===== src/rtl/bscan_pkg.sv =====
package bscan_pkg;

  typedef enum logic [1:0] {
    PAD_BIDIR = 2'd0,
    PAD_IN    = 2'd1,
    PAD_OUT   = 2'd2
  } pad_kind_e;

  localparam int unsigned MAX_PADS = 64;
  localparam int unsigned TYPES_W  = 2 * MAX_PADS;

  function automatic int unsigned kind_cells(logic [1:0] kind);
    return (kind == PAD_IN) ? 1 : 3;
  endfunction

  // chain offset of pad p (cells of pads 0..p-1)
  function automatic int unsigned chain_base(int unsigned p, logic [TYPES_W-1:0] types);
    int unsigned acc;
    acc = 0;
    for (int unsigned i = 0; i < p; i++) acc += kind_cells(types[2*i +: 2]);
    return acc;
  endfunction

  function automatic int unsigned chain_len(int unsigned n, logic [TYPES_W-1:0] types);
    return chain_base(n, types);
  endfunction

endpackage


===== src/rtl/bscan_cell.sv =====
module bscan_cell #(
  parameter logic UPD_RST = 1'b0
) (
  input  logic tck_i,
  input  logic rst_ni,
  input  logic dr_en_i,
  input  logic shift_i,
  input  logic update_i,
  input  logic cap_i,
  input  logic si_i,
  output logic so_o,
  output logic upd_o
);

  logic sh_q;
  logic up_q;

  always_ff @(posedge tck_i or negedge rst_ni) begin
    if (!rst_ni)      sh_q <= 1'b0;
    else if (dr_en_i) sh_q <= shift_i ? si_i : cap_i;
  end

  always_ff @(posedge tck_i or negedge rst_ni) begin
    if (!rst_ni)       up_q <= UPD_RST;
    else if (update_i) up_q <= sh_q;
  end

  assign so_o  = sh_q;
  assign upd_o = up_q;

  AST_SHIFT_STEP: assert property (@(posedge tck_i) disable iff (!rst_ni)
    (dr_en_i && shift_i) |=> (so_o == $past(si_i)));
  AST_CAPTURE_LOAD: assert property (@(posedge tck_i) disable iff (!rst_ni)
    (dr_en_i && !shift_i) |=> (so_o == $past(cap_i)));
  AST_HOLD_IDLE: assert property (@(posedge tck_i) disable iff (!rst_ni)
    !dr_en_i |=> $stable(so_o));
  AST_UPDATE_LOAD: assert property (@(posedge tck_i) disable iff (!rst_ni)
    update_i |=> (upd_o == $past(so_o)));
  AST_UPDATE_HOLD: assert property (@(posedge tck_i) disable iff (!rst_ni)
    !update_i |=> $stable(upd_o));

endmodule


===== src/rtl/bscan_pad.sv =====
module bscan_pad
  import bscan_pkg::*;
#(
  parameter logic [1:0] PAD_KIND = 2'd0,
  localparam int unsigned W = kind_cells(PAD_KIND)
) (
  input  logic         tck_i,
  input  logic         rst_ni,
  input  logic         dr_en_i,
  input  logic         shift_i,
  input  logic         update_i,
  input  logic         extest_i,
  input  logic         scan_in_i,
  output logic [W-1:0] scan_q_o,
  input  logic         pad_in_i,
  input  logic         core_out_i,
  input  logic         core_tri_i,
  output logic         pad_out_o,
  output logic         pad_tri_o
);

  logic [W:0] s;
  assign s[W]     = scan_in_i;
  assign scan_q_o = s[W-1:0];

  if (PAD_KIND == PAD_IN) begin : g_in_only
    logic unused_upd;
    logic unused_core;
    assign unused_core = core_out_i ^ core_tri_i;

    bscan_cell #(.UPD_RST(1'b0)) u_in (
      .tck_i, .rst_ni, .dr_en_i, .shift_i, .update_i,
      .cap_i (pad_in_i),
      .si_i  (s[1]),
      .so_o  (s[0]),
      .upd_o (unused_upd)
    );

    assign pad_out_o = 1'b0;
    assign pad_tri_o = 1'b1;
  end else begin : g_triplet
    // cell 0: pad input, cell 1: core output, cell 2: core tristate
    logic [2:0] cap_v;
    logic [2:0] upd_v;
    logic       unused_upd;
    assign cap_v      = {core_tri_i, core_out_i, pad_in_i};
    assign unused_upd = upd_v[0];

    for (genvar j = 0; j < 3; j++) begin : g_cell
      bscan_cell #(.UPD_RST(j == 2)) u_cell (
        .tck_i, .rst_ni, .dr_en_i, .shift_i, .update_i,
        .cap_i (cap_v[j]),
        .si_i  (s[j+1]),
        .so_o  (s[j]),
        .upd_o (upd_v[j])
      );
    end

    assign pad_out_o = extest_i ? upd_v[1] : core_out_i;
    assign pad_tri_o = extest_i ? upd_v[2] : core_tri_i;

    AST_EXTEST_OUT: assert property (@(posedge tck_i) disable iff (!rst_ni)
      (extest_i && $past(update_i)) |-> (pad_out_o == $past(s[1])));
    AST_EXTEST_TRI: assert property (@(posedge tck_i) disable iff (!rst_ni)
      (extest_i && $past(update_i)) |-> (pad_tri_o == $past(s[2])));
  end

endmodule


===== src/rtl/bscan_tdo.sv =====
module bscan_tdo (
  input  logic tck_i,
  input  logic rst_ni,
  input  logic dr_en_i,
  input  logic shift_i,
  input  logic bypass_sel_i,
  input  logic tdi_i,
  input  logic chain_i,
  output logic tdo_o
);

  logic byp_q;
  logic tdo_d;
  logic tdo_q;

  always_ff @(posedge tck_i or negedge rst_ni) begin
    if (!rst_ni)      byp_q <= 1'b0;
    else if (dr_en_i) byp_q <= shift_i & tdi_i;
  end

  assign tdo_d = bypass_sel_i ? byp_q : chain_i;

  // opposite edge to TDI sampling
  always_ff @(negedge tck_i or negedge rst_ni) begin
    if (!rst_ni) tdo_q <= 1'b0;
    else         tdo_q <= tdo_d;
  end

  assign tdo_o = tdo_q;

  AST_BYPASS_STEP: assert property (@(posedge tck_i) disable iff (!rst_ni)
    (dr_en_i && shift_i) |=> (byp_q == $past(tdi_i)));
  AST_TDO_RETIME: assert property (@(negedge tck_i) disable iff (!rst_ni)
    rst_ni |=> (tdo_o == $past(tdo_d)));

endmodule


===== src/rtl/bscan_io_chain.sv =====
module bscan_io_chain
  import bscan_pkg::*;
#(
  parameter int unsigned            N_PADS    = 5,
  parameter logic [2*N_PADS-1:0]    PAD_TYPES = 10'b01_00_10_01_00
) (
  input  logic              tck_i,
  input  logic              rst_ni,
  input  logic              dr_en_i,
  input  logic              shift_i,
  input  logic              update_i,
  input  logic              extest_i,
  input  logic              bypass_sel_i,
  input  logic              tdi_i,
  input  logic [N_PADS-1:0] pad_in_i,
  input  logic [N_PADS-1:0] core_out_i,
  input  logic [N_PADS-1:0] core_tri_i,
  output logic              tdo_o,
  output logic [N_PADS-1:0] pad_out_o,
  output logic [N_PADS-1:0] pad_tri_o
);

  localparam logic [TYPES_W-1:0] TYPES_EXT = TYPES_W'(PAD_TYPES);
  localparam int unsigned        CHAIN_LEN = chain_len(N_PADS, TYPES_EXT);

  // chain[k] is cell k, cell 0 next to TDO; chain[CHAIN_LEN] is TDI
  logic [CHAIN_LEN:0] chain;
  assign chain[CHAIN_LEN] = tdi_i;

  for (genvar p = 0; p < N_PADS; p++) begin : g_pad
    localparam logic [1:0]  KIND = PAD_TYPES[2*p +: 2];
    localparam int unsigned BASE = chain_base(p, TYPES_EXT);
    localparam int unsigned W    = kind_cells(KIND);

    bscan_pad #(.PAD_KIND(KIND)) u_pad (
      .tck_i      (tck_i),
      .rst_ni     (rst_ni),
      .dr_en_i    (dr_en_i),
      .shift_i    (shift_i),
      .update_i   (update_i),
      .extest_i   (extest_i),
      .scan_in_i  (chain[BASE+W]),
      .scan_q_o   (chain[BASE+W-1:BASE]),
      .pad_in_i   (pad_in_i[p]),
      .core_out_i (core_out_i[p]),
      .core_tri_i (core_tri_i[p]),
      .pad_out_o  (pad_out_o[p]),
      .pad_tri_o  (pad_tri_o[p])
    );
  end

  bscan_tdo u_tdo (
    .tck_i        (tck_i),
    .rst_ni       (rst_ni),
    .dr_en_i      (dr_en_i),
    .shift_i      (shift_i),
    .bypass_sel_i (bypass_sel_i),
    .tdi_i        (tdi_i),
    .chain_i      (chain[0]),
    .tdo_o        (tdo_o)
  );

  AST_RESET_SAFE: assert property (@(posedge tck_i) disable iff (!rst_ni)
    (extest_i && !$past(rst_ni)) |-> ((pad_out_o == '0) && (&pad_tri_o)));

endmodule


===== config.mk =====
export PLATFORM = sky130hd
export DESIGN_NAME = bscan_io_chain
export DESIGN_NICKNAME = d
export VERILOG_FILES = /design/src/rtl/bscan_pkg.sv /design/src/rtl/bscan_cell.sv /design/src/rtl/bscan_pad.sv /design/src/rtl/bscan_tdo.sv /design/src/rtl/bscan_io_chain.sv
export SDC_FILE = /design/constraint.sdc
export NUM_CORES = 1
export LEC_CHECK = 0
export ABC_AREA = 1
export BUFFER_PORTS_ARGS = -buffer_cell sky130_fd_sc_hd__buf_2
export CORE_MARGIN = 2
export CORE_UTILIZATION = 48
export DETAILED_ROUTE_END_ITERATION = 16
export PLACE_DENSITY = 0.82
export REMOVE_ABC_BUFFERS = 1
export SYNTH_ARGS = -nofsm -noshare
export SYNTH_HDL_FRONTEND = slang
export SYNTH_SLANG_ARGS = --single-unit

===== constraint.sdc =====
create_clock -name tck_i -period 0.9 [get_ports tck_i]
set_input_delay 0.135 -clock tck_i [delete_from_list [all_inputs] [get_ports tck_i]]
set_output_delay 0.135 -clock tck_i [all_outputs]
set_load 0.005 [all_outputs]

## After elaboration in Yosys (flattened, before gate mapping)

Index checks and enable logic that the tools add are counted.

| word-level totals | value |
|---|---|
| output and inout port bits | 11 |
| bits in registers | 19 |
| input bits | 23 |
| word-level logic and storage cells | 38 |

| cells by class | value |
|---|---|
| bitwise gates (word level) | 1 |
| mux-type cells | 18 |

Operators with widths:

| operator | number |
|---|---|
| $mux 1 | 18 |
| $and 1x1->1 | 1 |

## Longest topological paths before layout

Gate-level depths: netlist of the first run.

| depth | value |
|---|---|
| depth after elaboration | 1 |
| mapped depth | 4 |

## Hierarchy

Synthesis of the first run repeated with hierarchy kept, for this count alone.

| second synthesis, totals | value |
|---|---|
| cells, all modules | 193 |
| area total of the unflattened synthesis | 1282.5 um2 |

Modules (own cells, without submodules):

| module | cells each | instances | seq. area each (um2) | area each (um2) |
|---|---|---|---|---|
| bscan_cell at g_pad[0].u_pad.g_triplet.g_cell[0].u_cell ... | 14 | 8 | 50.0 | 97.6 |
| bscan_cell at g_pad[0].u_pad.g_triplet.g_cell[2].u_cell ... | 14 | 3 | 51.3 | 98.8 |
| bscan_tdo | 10 | 1 | 50.0 | 81.3 |
| bscan_pad at g_pad[0].u_pad ... | 7 | 3 | 0.0 | 26.3 |
| bscan_pad at g_pad[1].u_pad ... | 4 | 2 | 0.0 | 22.5 |

==> results of run 1 <==
tightest hold or removal path, cell delays in order:
cell and delay (ps):
sky130_fd_sc_hd__buf_2 70, sky130_fd_sc_hd__nand3_1 60, sky130_fd_sc_hd__nand3_1 60
final timing paths:
| path | end | slack (ps) | depth (start not counted) |
|---|---|---|---|
| max in group asynchronous | u_tdo.tdo_o | 270 | 2 |
| worst min-delay path | g_pad[4].u_pad.g_in_only.u_in.so_o | 60 | 3 |
| min in group asynchronous | g_pad[2].u_pad.g_triplet.g_cell[1].u_cell.so_o | 320 | 3 |
| worst min register to register | g_pad[2].u_pad.g_triplet.g_cell[2].u_cell.upd_o | 490 | 2 |
| worst max register to register | u_tdo.tdo_o | -260 | 2 |
| worst max-delay path | tdo_o | -480 | 1 |
per-stage QoR:
step           area (sq um)  util, %  power [uW]
3_5_place_dp           1050     54.1        1370
4_1_cts                1110     57.0        1840
5_1_grt                1120     57.5        1930
2_1_floorplan           853        -        1190
3_3_place_gp           1050     54.1        1360
6_report               1120     57.5        1840
power groups by stage:
| stage | combinational [uW] | clock (uW) | sequential [uW] |
|---|---|---|---|
| floorplan | 157 | 0 | 1030 |
| global placement | 313 | 0 | 1040 |
| detailed placement | 328 | 0 | 1050 |
| CTS | 353 | 450 | 1040 |
| global route | 416 | 465 | 1050 |
| finish | 363 | 441 | 1040 |
registers in the layout, summed over array words and instances, names as in the netlist:
signal and cells:
g_pad.u_pad.g_triplet.g_cell.u_cell.so_o 9, g_pad.u_pad.g_triplet.g_cell.u_cell.upd_o 6, g_pad.u_pad.g_in_only.u_in.so_o 2, u_tdo.byp_q 1, u_tdo.tdo_o 1
logic make-up after synthesis:
kind of cell	count (synthesis)	synth area share [%]
other cells	2	0.771
flops	19	49.2
compound gates	14	7.19
buf+inv	26	16.7
simple gates	57	26.2
repair_timing:
item	CTS	global route
hold endpoints to repair	19	0
hold buffers	1	0
setup buffers	0	1
endpoints found under the setup margin	8	8
pin swaps	3	2
gates resized for setup	10	2
layout make-up:
class | count | area (sq um)
clock buffers | 3 | 22.5
clock inverters | 1 | 5.00
multi-input cells | 75 | 363
fillers | 179 | 825
repair buffers | 32 | 180
inverters | 9 | 33.8
well taps | 27 | 33.8
flip-flops and latches | 19 | 479
per-layer routing:
metal  part of all wire [%]  track usage [%]  up-vias
met5                      0                0        -
met4                    1.6             9.05        0
met3                    4.3             2.76        4
met2                     48             28.6       25
met1                     46             26.4      382
li1                       -                -      414
cell usage after synthesis (2+ instances only):
master	count	area [sq um]
sky130_fd_sc_hd__buf_4	10	75.1
sky130_fd_sc_hd__buf_6	3	33.8
sky130_fd_sc_hd__inv_1	8	30.0
sky130_fd_sc_hd__o21ai_0	7	35.0
sky130_fd_sc_hd__dfstp_2	3	78.8
sky130_fd_sc_hd__buf_2	4	20.0
sky130_fd_sc_hd__a21oi_1	7	35.0
sky130_fd_sc_hd__dfrtp_1	15	375
sky130_fd_sc_hd__conb_1	2	7.51
sky130_fd_sc_hd__nand3_1	33	165
sky130_fd_sc_hd__nand2_1	17	63.8
sky130_fd_sc_hd__nor2_1	7	26.3
==> load_flow_metrics.sql, run 1 <==
INSERT INTO impl_metrics (metric_group, metric, value, unit) VALUES
('run_status', 'outcome', 'finished, violations left', ''),
('run_status', 'failed_checks', 'setup timing', ''),
('clock_network', 'clock_tree_from_tritoncts', 'done', ''),
('worst_setup_path', 'critical_path_startpoint_category', 'flip-flop', ''),
('worst_setup_path', 'crit_path_cell_trace', 'buf_2', ''),
('floorplanning', 'coreArea', '1940', 'sq um'),
('clock_network', 'cts.clk_slew.worst_paths', '110', 'ps'),
('final_layout', 'final_common_cell', 'sky130_fd_sc_hd__nand3_1', ''),
('logic_synthesis', 'postSynth.topFlopCell', 'sky130_fd_sc_hd__dfrtp_1', ''),
('worst_setup_path', 'arr_time_crit_path', '1250', 'ps'),
('timing', 'clock-skew-final', '2.62', 'ps'),
('clock_network', 'clock_tree.buffer_depth', '2', ''),
('timing', 'timing_max_transition_violations_final', '0', ''),
('drt', 'wire_per_inst', '12.0', 'microns'),
('global_route', 'pin_count_of_the_biggest_net_entering_global_routing', '13', ''),
('place', 'dp.final_hpwl', '1440', 'microns'),
('worst_setup_path', 'startpoint', 'u_tdo.tdo_o', ''),
('final_layout', 'layout-drive-gt1-share', '36.7', '%'),
('pwr', 'static_leakage', '0.000559', 'uW'),
('clock_network', 'htree_num_levels', '1', ''),
('global_route', 'gr_overflow_total', '0', ''),
('drt', 'dr.first_iter.drc_count', '31', ''),
('pwr', 'clock_power_share', '23.9', '%'),
('timing', 'timing.setup.tns', '-2180', 'ps'),
('drt', 'wirelength', '1990', 'microns'),
('logic_synthesis', 'share_of_flip_flops_with_an_asynchronous_set_or_reset_after_synthesis', '100', '%'),
('worst_setup_path', 'crit_path_max_fanout', '1', ''),
('logic_synthesis', 'syn_area', '975', 'sq um'),
('place', 'place.port_buffers', '25', ''),
('floorplanning', 'floorplan.initialDensity', '50.2', '%'),
('logic_synthesis', 'yosysSeqAreaShare', '49.2', '%'),
('global_route', 'grt_antenna_before_repair', '0', ''),
('logic_synthesis', 'postSynthCellCount', '118', ''),
('floorplanning', 'fp.dieArea', '2410', 'sq um'),
('global_route', 'grt_pass1_wl', '3530', 'microns'),
('worst_setup_path', 'path_delay_family', 'flip-flops', ''),
('clock_network', 'latest_clock_arrival_within_the_worst_skew_pair', '300', 'ps'),
('pwr', 'max-vdd-ir-drop', '1200', 'uV'),
('timing', 'timing.final.setup_violations', '8', ''),
('final_layout', 'syn_to_final_growth', '14.6', '%'),
('min_path', 'timing.hold.worst.start', 'pad_in_i[4]', ''),
('floorplanning', 'floorplan.die.height', '49.1', 'microns'),
('floorplanning', 'number_of_placement_rows', '16', ''),
('worst_setup_path', 'kind_of_end_point_of_the_critical_path', 'output port', ''),
('place', 'gp_congestion', '0.812', ''),
('pwr', 'p_seq_share', '56.4', '%'),
('logic_synthesis', 'synth-seq-cells', '19', ''),
('drt', 'vias_per_cell', '4.97', ''),
('logic_synthesis', 'number_of_flops_mapped_to_enable_cells_by_yosys', '0', ''),
('pwr', 'pwr_dens', '1650', 'nW/um^2'),
('place', 'placedCellCount', '160', ''),
('floorplanning', 'die_w', '49.1', 'microns'),
('pwr', 'cellInternalPower', '1300', 'uW'),
('drt', 'antenna_violating_nets_post_route', '0', ''),
('pwr', 'comb_power_share', '19.7', '%'),
('worst_setup_path', 'critPathKind', 'reg2out', ''),
('final_layout', 'n_antenna_cell', '0', ''),
('global_route', 'grt_pass1_vias', '796', ''),
('final_layout', 'num-nets-final', '163', ''),
('place', 'pre_cts_ws', '-242', 'ps'),
('drt', 'route.vias.total', '825', ''),
('min_path', 'holdCritPathClass', 'in2reg', ''),
('logic_synthesis', 'synth.distinct_cells', '14', ''),
('worst_setup_path', 'crit_path_top_delay_cell', 'sky130_fd_sc_hd__dfrtn_1', ''),
('worst_setup_path', 'worst-endpoint-required', '760', 'ps'),
('final_layout', 'final_cells', '166', ''),
('pwr', 'netSwitchingPower', '541', 'uW'),
('pwr', 'power_switching_share', '29.4', '%'),
('timing', 'post-route-worst-setup-slack', '-485', 'ps'),
('clock_network', 'cts.root.buffer_cell', 'sky130_fd_sc_hd__clkbuf_4', ''),
('logic_synthesis', 'number_of_warnings_reported_in_the_yosys_synthesis_log', '0', '');
Note: power is estimated with default switching activity, not from simulation.
==> run 2: changes to the inputs <==
==> constraint.sdc (replaced) <==
create_clock -name tck_i -period 0.9 [get_ports tck_i]
set_input_delay 0.045 -clock tck_i [delete_from_list [all_inputs] [get_ports tck_i]]
set_output_delay 0.045 -clock tck_i [all_outputs]
set_load 0.005 [all_outputs]
==> load_flow_metrics.sql, run 2 (synthesized netlist as in run 1, its figures left out) <==
INSERT INTO impl_metrics (metric_group, metric, value, unit) VALUES
('run_status', 'outcome', 'finished, violations left', ''),
('run_status', 'failed_checks', 'hold timing, setup timing', ''),
('final_layout', 'layout.cell_area.non_filler', '1190', 'sq um'),
('floorplanning', 'coreArea', '1940', 'sq um'),
('clock_network', 'clock_tree_from_tritoncts', 'done', ''),
('flow_run', 'max-cap-violations', '0', ''),
('place', 'placedCellCount', '159', ''),
('global_route', 'grt_util_met3', '3.07', '%'),
('final_layout', 'layout.cells.most_common_list', '33 x sky130_fd_sc_hd__nand3_1, 25 x sky130_fd_sc_hd__buf_2, 17 x sky130_fd_sc_hd__nand2_1', ''),
('final_layout', 'syn_to_final_growth', '22.5', '%'),
('worst_setup_path', 'worst-path-buf-inv', '1', ''),
('drt', 'antenna_violating_nets_post_route', '0', ''),
('pwr', 'static_leakage', '0.000592', 'uW'),
('worst_setup_path', 'critical_path.reg2reg.startpoint', 'g_pad[0].u_pad.g_triplet.g_cell[0].u_cell.so_o', ''),
('final_layout', 'final_core_utilization', '61.5', '%'),
('drt', 'dr.first_iter.drc_count', '19', ''),
('final_layout', 'num-nets-final', '171', ''),
('clock_network', 'cts.root.buffer_cell', 'sky130_fd_sc_hd__clkbuf_4', ''),
('worst_setup_path', 'crit_path_cell_trace', 'buf_2', ''),
('floorplanning', 'floorplan.io_pins', '34', ''),
('drt', 'route.vias.total', '859', ''),
('floorplanning', 'fp.dieArea', '2410', 'sq um'),
('timing', 'timing_max_transition_violations_final', '0', ''),
('global_route', 'track_usage', '18.9', '%'),
('floorplanning', 'floorplan.die.height', '49.1', 'microns'),
('worst_setup_path', 'r2r_end', 'u_tdo.tdo_o', ''),
('global_route', 'grt_pass1_vias', '816', ''),
('drt', 'route.detailed.drc', '0', ''),
('drt', 'wirelength', '2000', 'microns'),
('timing', 'timing.final.setup_violations', '8', ''),
('worst_setup_path', 'critPathKind', 'reg2out', ''),
('global_route', 'grt_antenna_before_repair', '0', ''),
('place', 'postPlaceCellArea', '1040', 'sq um'),
('worst_setup_path', 'worst-endpoint-required', '850', 'ps'),
('worst_setup_path', 'critical_path_startpoint_category', 'flip-flop', ''),
('worst_setup_path', 'startpoint', 'u_tdo.tdo_o', ''),
('timing', 'post-route-worst-setup-slack', '-409', 'ps'),
('global_route', 'gr_overflow_total', '0', ''),
('global_route', 'grt_pass1_wl', '3500', 'microns'),
('worst_setup_path', 'critical_path.max_stage_delay', '400', 'ps'),
('drt', 'wire_per_inst', '11.5', 'microns'),
('place', 'gp_congestion', '0.776', ''),
('floorplanning', 'number_of_placement_rows', '16', ''),
('min_path', 'min_delay_path_depth', '2', ''),
('drt', 'vias_per_cell', '4.94', ''),
('place', 'place.port_buffers', '25', ''),
('final_layout', 'largest_reg_flops', '9', ''),
('worst_setup_path', 'rr_worst_depth', '2', ''),
('floorplanning', 'die_w', '49.1', 'microns'),
('worst_setup_path', 'r2r_slack', '-220', 'ps'),
('timing', 'clock-skew-final', '3.06', 'ps'),
('clock_network', 'htree_num_levels', '1', ''),
('worst_setup_path', 'path_delay_family', 'flip-flops', ''),
('final_layout', 'n_antenna_cell', '0', ''),
('global_route', 'pin_count_of_the_biggest_net_entering_global_routing', '17', ''),
('place', 'pre_cts_ws', '-220', 'ps'),
('place', 'dp.final_hpwl', '1430', 'microns'),
('final_layout', 'layout-drive-gt1-share', '32.7', '%'),
('worst_setup_path', 'kind_of_end_point_of_the_critical_path', 'output port', ''),
('timing', 'worst_hold_slack', '-9.69', 'ps'),
('final_layout', 'final_cells', '174', ''),
('worst_setup_path', 'crit_path_top_delay_cell', 'sky130_fd_sc_hd__dfrtn_1', ''),
('final_layout', 'final_common_cell', 'sky130_fd_sc_hd__nand3_1', ''),
('clock_network', 'cts.clk_slew.worst_paths', '110', 'ps'),
('pwr', 'pwr_dens', '1570', 'nW/um^2'),
('clock_network', 'cts_buf_count', '3', ''),
('worst_setup_path', 'arr_time_crit_path', '1260', 'ps'),
('clock_network', 'latest_clock_arrival_within_the_worst_skew_pair', '300', 'ps'),
('floorplanning', 'floorplan.initialDensity', '50.2', '%'),
('timing', 'finalHoldViolCount', '2', ''),
('global_route', 'top_usage_layer', 'met2', ''),
('min_path', 'hold_end', 'g_pad[3].u_pad.g_triplet.g_cell[2].u_cell.upd_o', ''),
('min_path', 'timing.hold.worst.start', 'update_i', ''),
('global_route', 'gr-usage-met1', '23.3', '%'),
('clock_network', 'clock_tree.buffer_depth', '2', ''),
('drt', 'first_pass_iters', '4', ''),
('timing', 'rsz_0062_raised_after_global_routing', 'yes', ''),
('clock_network', 'cts_num_sinks', '19', ''),
('global_route', 'grt.met2_usage', '33.1', '%'),
('min_path', 'holdCritPathClass', 'in2reg', ''),
('worst_setup_path', 'crit_path_max_fanout', '1', ''),
('pwr', 'max-vdd-ir-drop', '1250', 'uV');
## run 2: area by class of cell
type	instances	area, sq um
clock buffer	4	26.3
fill	179	748
inverter	9	33.8
multi-input combinational	75	359
sequential	19	479
tap	27	33.8
timing repair buffer	40	262
## run 2: repair_timing
item                                    in CTS  in global routing
resized for setup                            9                  2
hold endpoints to repair                    26                  0
pin swaps                                    3                  3
endpoints found under the setup margin       8                  9
buffers inserted                             2                  2
hold buffers                                 8                  0
## run 2: per-stage QoR
step | TNS, ps | total power [uW]
floorplan | -189 | 1190
global placement | -265 | 1350
detailed placement | -296 | 1370
CTS | -1610 | 1870
global route | -1860 | 1980
finish | -1520 | 1870
## run 2: power by group
part	leakage, uW	internal [uW]	switching (uW)
logic	0.000345	194	205
registers	0.000232	976	60.0
clock network	0.0000150	173	265
## run 2: worst max path at each step
stage,end,depth (start not counted)
5_1_grt,tdo_o,1
3_3_place_gp,u_tdo.tdo_o,2
6_report,tdo_o,1
4_1_cts,tdo_o,1
2_1_floorplan,u_tdo.tdo_o,2
3_5_place_dp,u_tdo.tdo_o,2
## run 2: layer usage
| layer | vias up | wire (microns) | part of all wire, % |
|---|---|---|---|
| met3 | 5 | 87 | 4.4 |
| li1 | 431 | - | - |
| met5 | - | 0 | 0 |
| met4 | 0 | 40 | 2.0 |
| met2 | 19 | 994 | 50 |
| met1 | 404 | 875 | 44 |
==> run 3: changes to the inputs <==
- CELL_PAD_IN_SITES_DETAIL_PLACEMENT: default -> 1
- CELL_PAD_IN_SITES_GLOBAL_PLACEMENT: default -> 2
- CORE_UTILIZATION: 48 -> 27
==> load_flow_metrics.sql, run 3 (synthesized netlist as in run 1, its figures left out) <==
INSERT INTO impl_metrics (metric_group, metric, value, unit) VALUES
('final_layout', 'final_cells', '193', ''),
('worst_setup_path', 'rr_worst_depth', '2', ''),
('worst_setup_path', 'critical_path_startpoint_category', 'flip-flop', ''),
('worst_setup_path', 'r2r_end', 'u_tdo.tdo_o', ''),
('worst_setup_path', 'r2r_slack', '-240', 'ps'),
('final_layout', 'multi_input_area', '363', 'sq um'),
('place', 'place.port_buffers', '25', ''),
('drt', 'wirelength', '2340', 'microns'),
('min_path', 'hold_end', 'g_pad[2].u_pad.g_triplet.g_cell[2].u_cell.so_o', ''),
('floorplanning', 'die_w', '64.1', 'microns'),
('min_path', 'min_delay_path_depth', '3', ''),
('clock_network', 'clock_tree_from_tritoncts', 'done', ''),
('clock_network', 'cts.root.buffer_cell', 'sky130_fd_sc_hd__clkbuf_4', ''),
('drt', 'antenna_violating_nets_post_route', '0', ''),
('drt', 'route.vias.total', '875', ''),
('clock_network', 'clock_tree.buffer_depth', '2', ''),
('final_layout', 'n_antenna_cell', '0', ''),
('clock_network', 'latest_clock_arrival_within_the_worst_skew_pair', '300', 'ps'),
('pwr', 'static_leakage', '0.000592', 'uW'),
('min_path', 'timing.hold.worst.start', 'core_tri_i[2]', ''),
('clock_network', 'htree_num_levels', '1', ''),
('pwr', 'max-vdd-ir-drop', '681', 'uV'),
('floorplanning', 'coreArea', '3390', 'sq um'),
('drt', 'first_pass_iters', '4', ''),
('final_layout', 'layout-drive-gt1-share', '35.4', '%'),
('timing', 'finalHoldViolCount', '0', ''),
('floorplanning', 'floorplan.initialDensity', '28.8', '%'),
('run_status', 'outcome', 'finished, violations left', ''),
('pwr', 'total_power', '1880', 'uW'),
('timing', 'post-route-worst-setup-slack', '-386', 'ps'),
('drt', 'dr.first_iter.drc_count', '12', ''),
('global_route', 'grt_util_met3', '4.05', '%'),
('run_status', 'failed_checks', 'setup timing', ''),
('floorplanning', 'floorplan.die.height', '64.1', 'microns'),
('worst_setup_path', 'arr_time_crit_path', '1240', 'ps'),
('drt', 'vias_per_cell', '4.53', ''),
('final_layout', 'layout.cells.most_common_list', '33 x sky130_fd_sc_hd__nand3_1, 25 x sky130_fd_sc_hd__buf_2, 17 x sky130_fd_sc_hd__nand2_1', ''),
('worst_setup_path', 'worst-endpoint-required', '850', 'ps'),
('min_path', 'holdCritPathClass', 'in2reg', ''),
('global_route', 'top_usage_layer', 'met2', ''),
('worst_setup_path', 'kind_of_end_point_of_the_critical_path', 'output port', ''),
('final_layout', 'largest_reg_flops', '9', ''),
('worst_setup_path', 'crit_path_cell_trace', 'buf_2', ''),
('timing', 'timing.final.setup_violations', '8', ''),
('place', 'gp_congestion', '0.741', ''),
('final_layout', 'regArea', '479', 'sq um'),
('global_route', 'grt_antenna_before_repair', '0', ''),
('floorplanning', 'fp.dieArea', '4110', 'sq um'),
('worst_setup_path', 'worst-path-buf-inv', '1', ''),
('global_route', 'grt_pass1_wl', '3940', 'microns'),
('clock_network', 'cts_num_sinks', '19', ''),
('flow_run', 'max-cap-violations', '0', ''),
('place', 'dp.final_hpwl', '1770', 'microns'),
('worst_setup_path', 'critPathKind', 'reg2out', ''),
('worst_setup_path', 'path_delay_family', 'flip-flops', ''),
('timing', 'timing_max_transition_violations_final', '0', ''),
('global_route', 'gr_overflow_total', '0', ''),
('worst_setup_path', 'critical_path.max_stage_delay', '390', 'ps'),
('global_route', 'pin_count_of_the_biggest_net_entering_global_routing', '14', ''),
('worst_setup_path', 'crit_path_top_delay_cell', 'sky130_fd_sc_hd__dfrtn_1', ''),
('global_route', 'grt_pass1_vias', '841', ''),
('place', 'placedCellCount', '178', ''),
('clock_network', 'cts_buf_count', '3', ''),
('worst_setup_path', 'crit_path_max_fanout', '1', ''),
('timing', 'rsz_0062_raised_after_global_routing', 'yes', ''),
('worst_setup_path', 'critical_path_depth', '1', ''),
('pwr', 'pwr_dens', '1540', 'nW/um^2'),
('drt', 'wire_per_inst', '12.1', 'microns'),
('floorplanning', 'number_of_placement_rows', '21', ''),
('global_route', 'grt.met2_usage', '19.1', '%'),
('final_layout', 'num-nets-final', '171', ''),
('global_route', 'track_usage', '12.4', '%'),
('clock_network', 'cts.clk_slew.worst_paths', '110', 'ps'),
('timing', 'clock-skew-final', '2.61', 'ps'),
('final_layout', 'syn_to_final_growth', '25.0', '%'),
('global_route', 'gr-usage-met1', '16.8', '%'),
('floorplanning', 'floorplan.io_pins', '34', ''),
('drt', 'route.detailed.drc', '0', ''),
('final_layout', 'fill_cells', '413', ''),
('timing', 'timing.setup.tns', '-1510', 'ps'),
('timing', 'worst_hold_slack', '7.94', 'ps'),
('worst_setup_path', 'critical_path.reg2reg.startpoint', 'g_pad[0].u_pad.g_triplet.g_cell[0].u_cell.so_o', ''),
('final_layout', 'final_common_cell', 'sky130_fd_sc_hd__nand3_1', '');
## run 3: changes by cell type in the layout (fill, tap and decap cells not counted), moves of 2 or more
cell and change:
sky130_fd_sc_hd__a21oi_2 +2, sky130_fd_sc_hd__inv_2 +2, sky130_fd_sc_hd__inv_1 -2, sky130_fd_sc_hd__a21oi_1 -2
## run 3: layout make-up
cell class                      count  share of cell area (%)
Clock buffer                        3                    1.85
Clock inverter                      1                   0.411
Inverter                            9                    2.77
Multi-Input combinational cell     75                    29.8
Sequential cell                    19                    39.3
Tap cell                           46                    4.72
Timing Repair Buffer               40                    21.1
## run 3: per-layer routing
metal / share of wire [%] / routed length, microns
met1: 47 / 1090
met2: 47 / 1100
met3: 5.2 / 122
met4: 1.0 / 24
met5: 0 / 0
## run 3: repair_timing
action                                 4_1_cts  5_1_grt
cloned                                       0        0
pin swaps                                    2        1
resized for setup                            6        6
endpoints found under the hold margin       25        0
setup buffers                                2        1
hold buffers                                 8        0
setup endpoints to repair                    8        8
## run 3: worst register-to-register path, delay by kind of cell, from the launching register on
kind               cells  cell delay [ps]
DFF                    1              390
and+or+nand+nor        1              100
AOI/OAI and AO/OA      1               50
## run 3: worst max path at each step
| stage | startpoint | end | slack, ps |
|---|---|---|---|
| floorplan | g_pad[0].u_pad.g_triplet.g_cell[0].u_cell.so_o | u_tdo.tdo_o | -190 |
| global route | u_tdo.tdo_o | tdo_o | -420 |
| finish | u_tdo.tdo_o | tdo_o | -390 |
| global placement | g_pad[0].u_pad.g_triplet.g_cell[0].u_cell.so_o | u_tdo.tdo_o | -200 |
| CTS | u_tdo.tdo_o | tdo_o | -410 |
| detailed placement | g_pad[0].u_pad.g_triplet.g_cell[0].u_cell.so_o | u_tdo.tdo_o | -230 |
## run 3: metrics by stage
step | area [sq um] | worst slack [ps] | util [%]
4_1_cts | 1200 | -412 | 35.4
2_1_floorplan | 853 | -189 | -
6_report | 1220 | -386 | 36.0
5_1_grt | 1220 | -421 | 36.0
3_3_place_gp | 1070 | -204 | 31.5
3_5_place_dp | 1070 | -234 | 31.5
## run 3: power by group
group | switching [uW] | internal [uW]
sequential | 63.1 | 976
clock | 272 | 166
combinational | 212 | 192
total | 547 | 1330
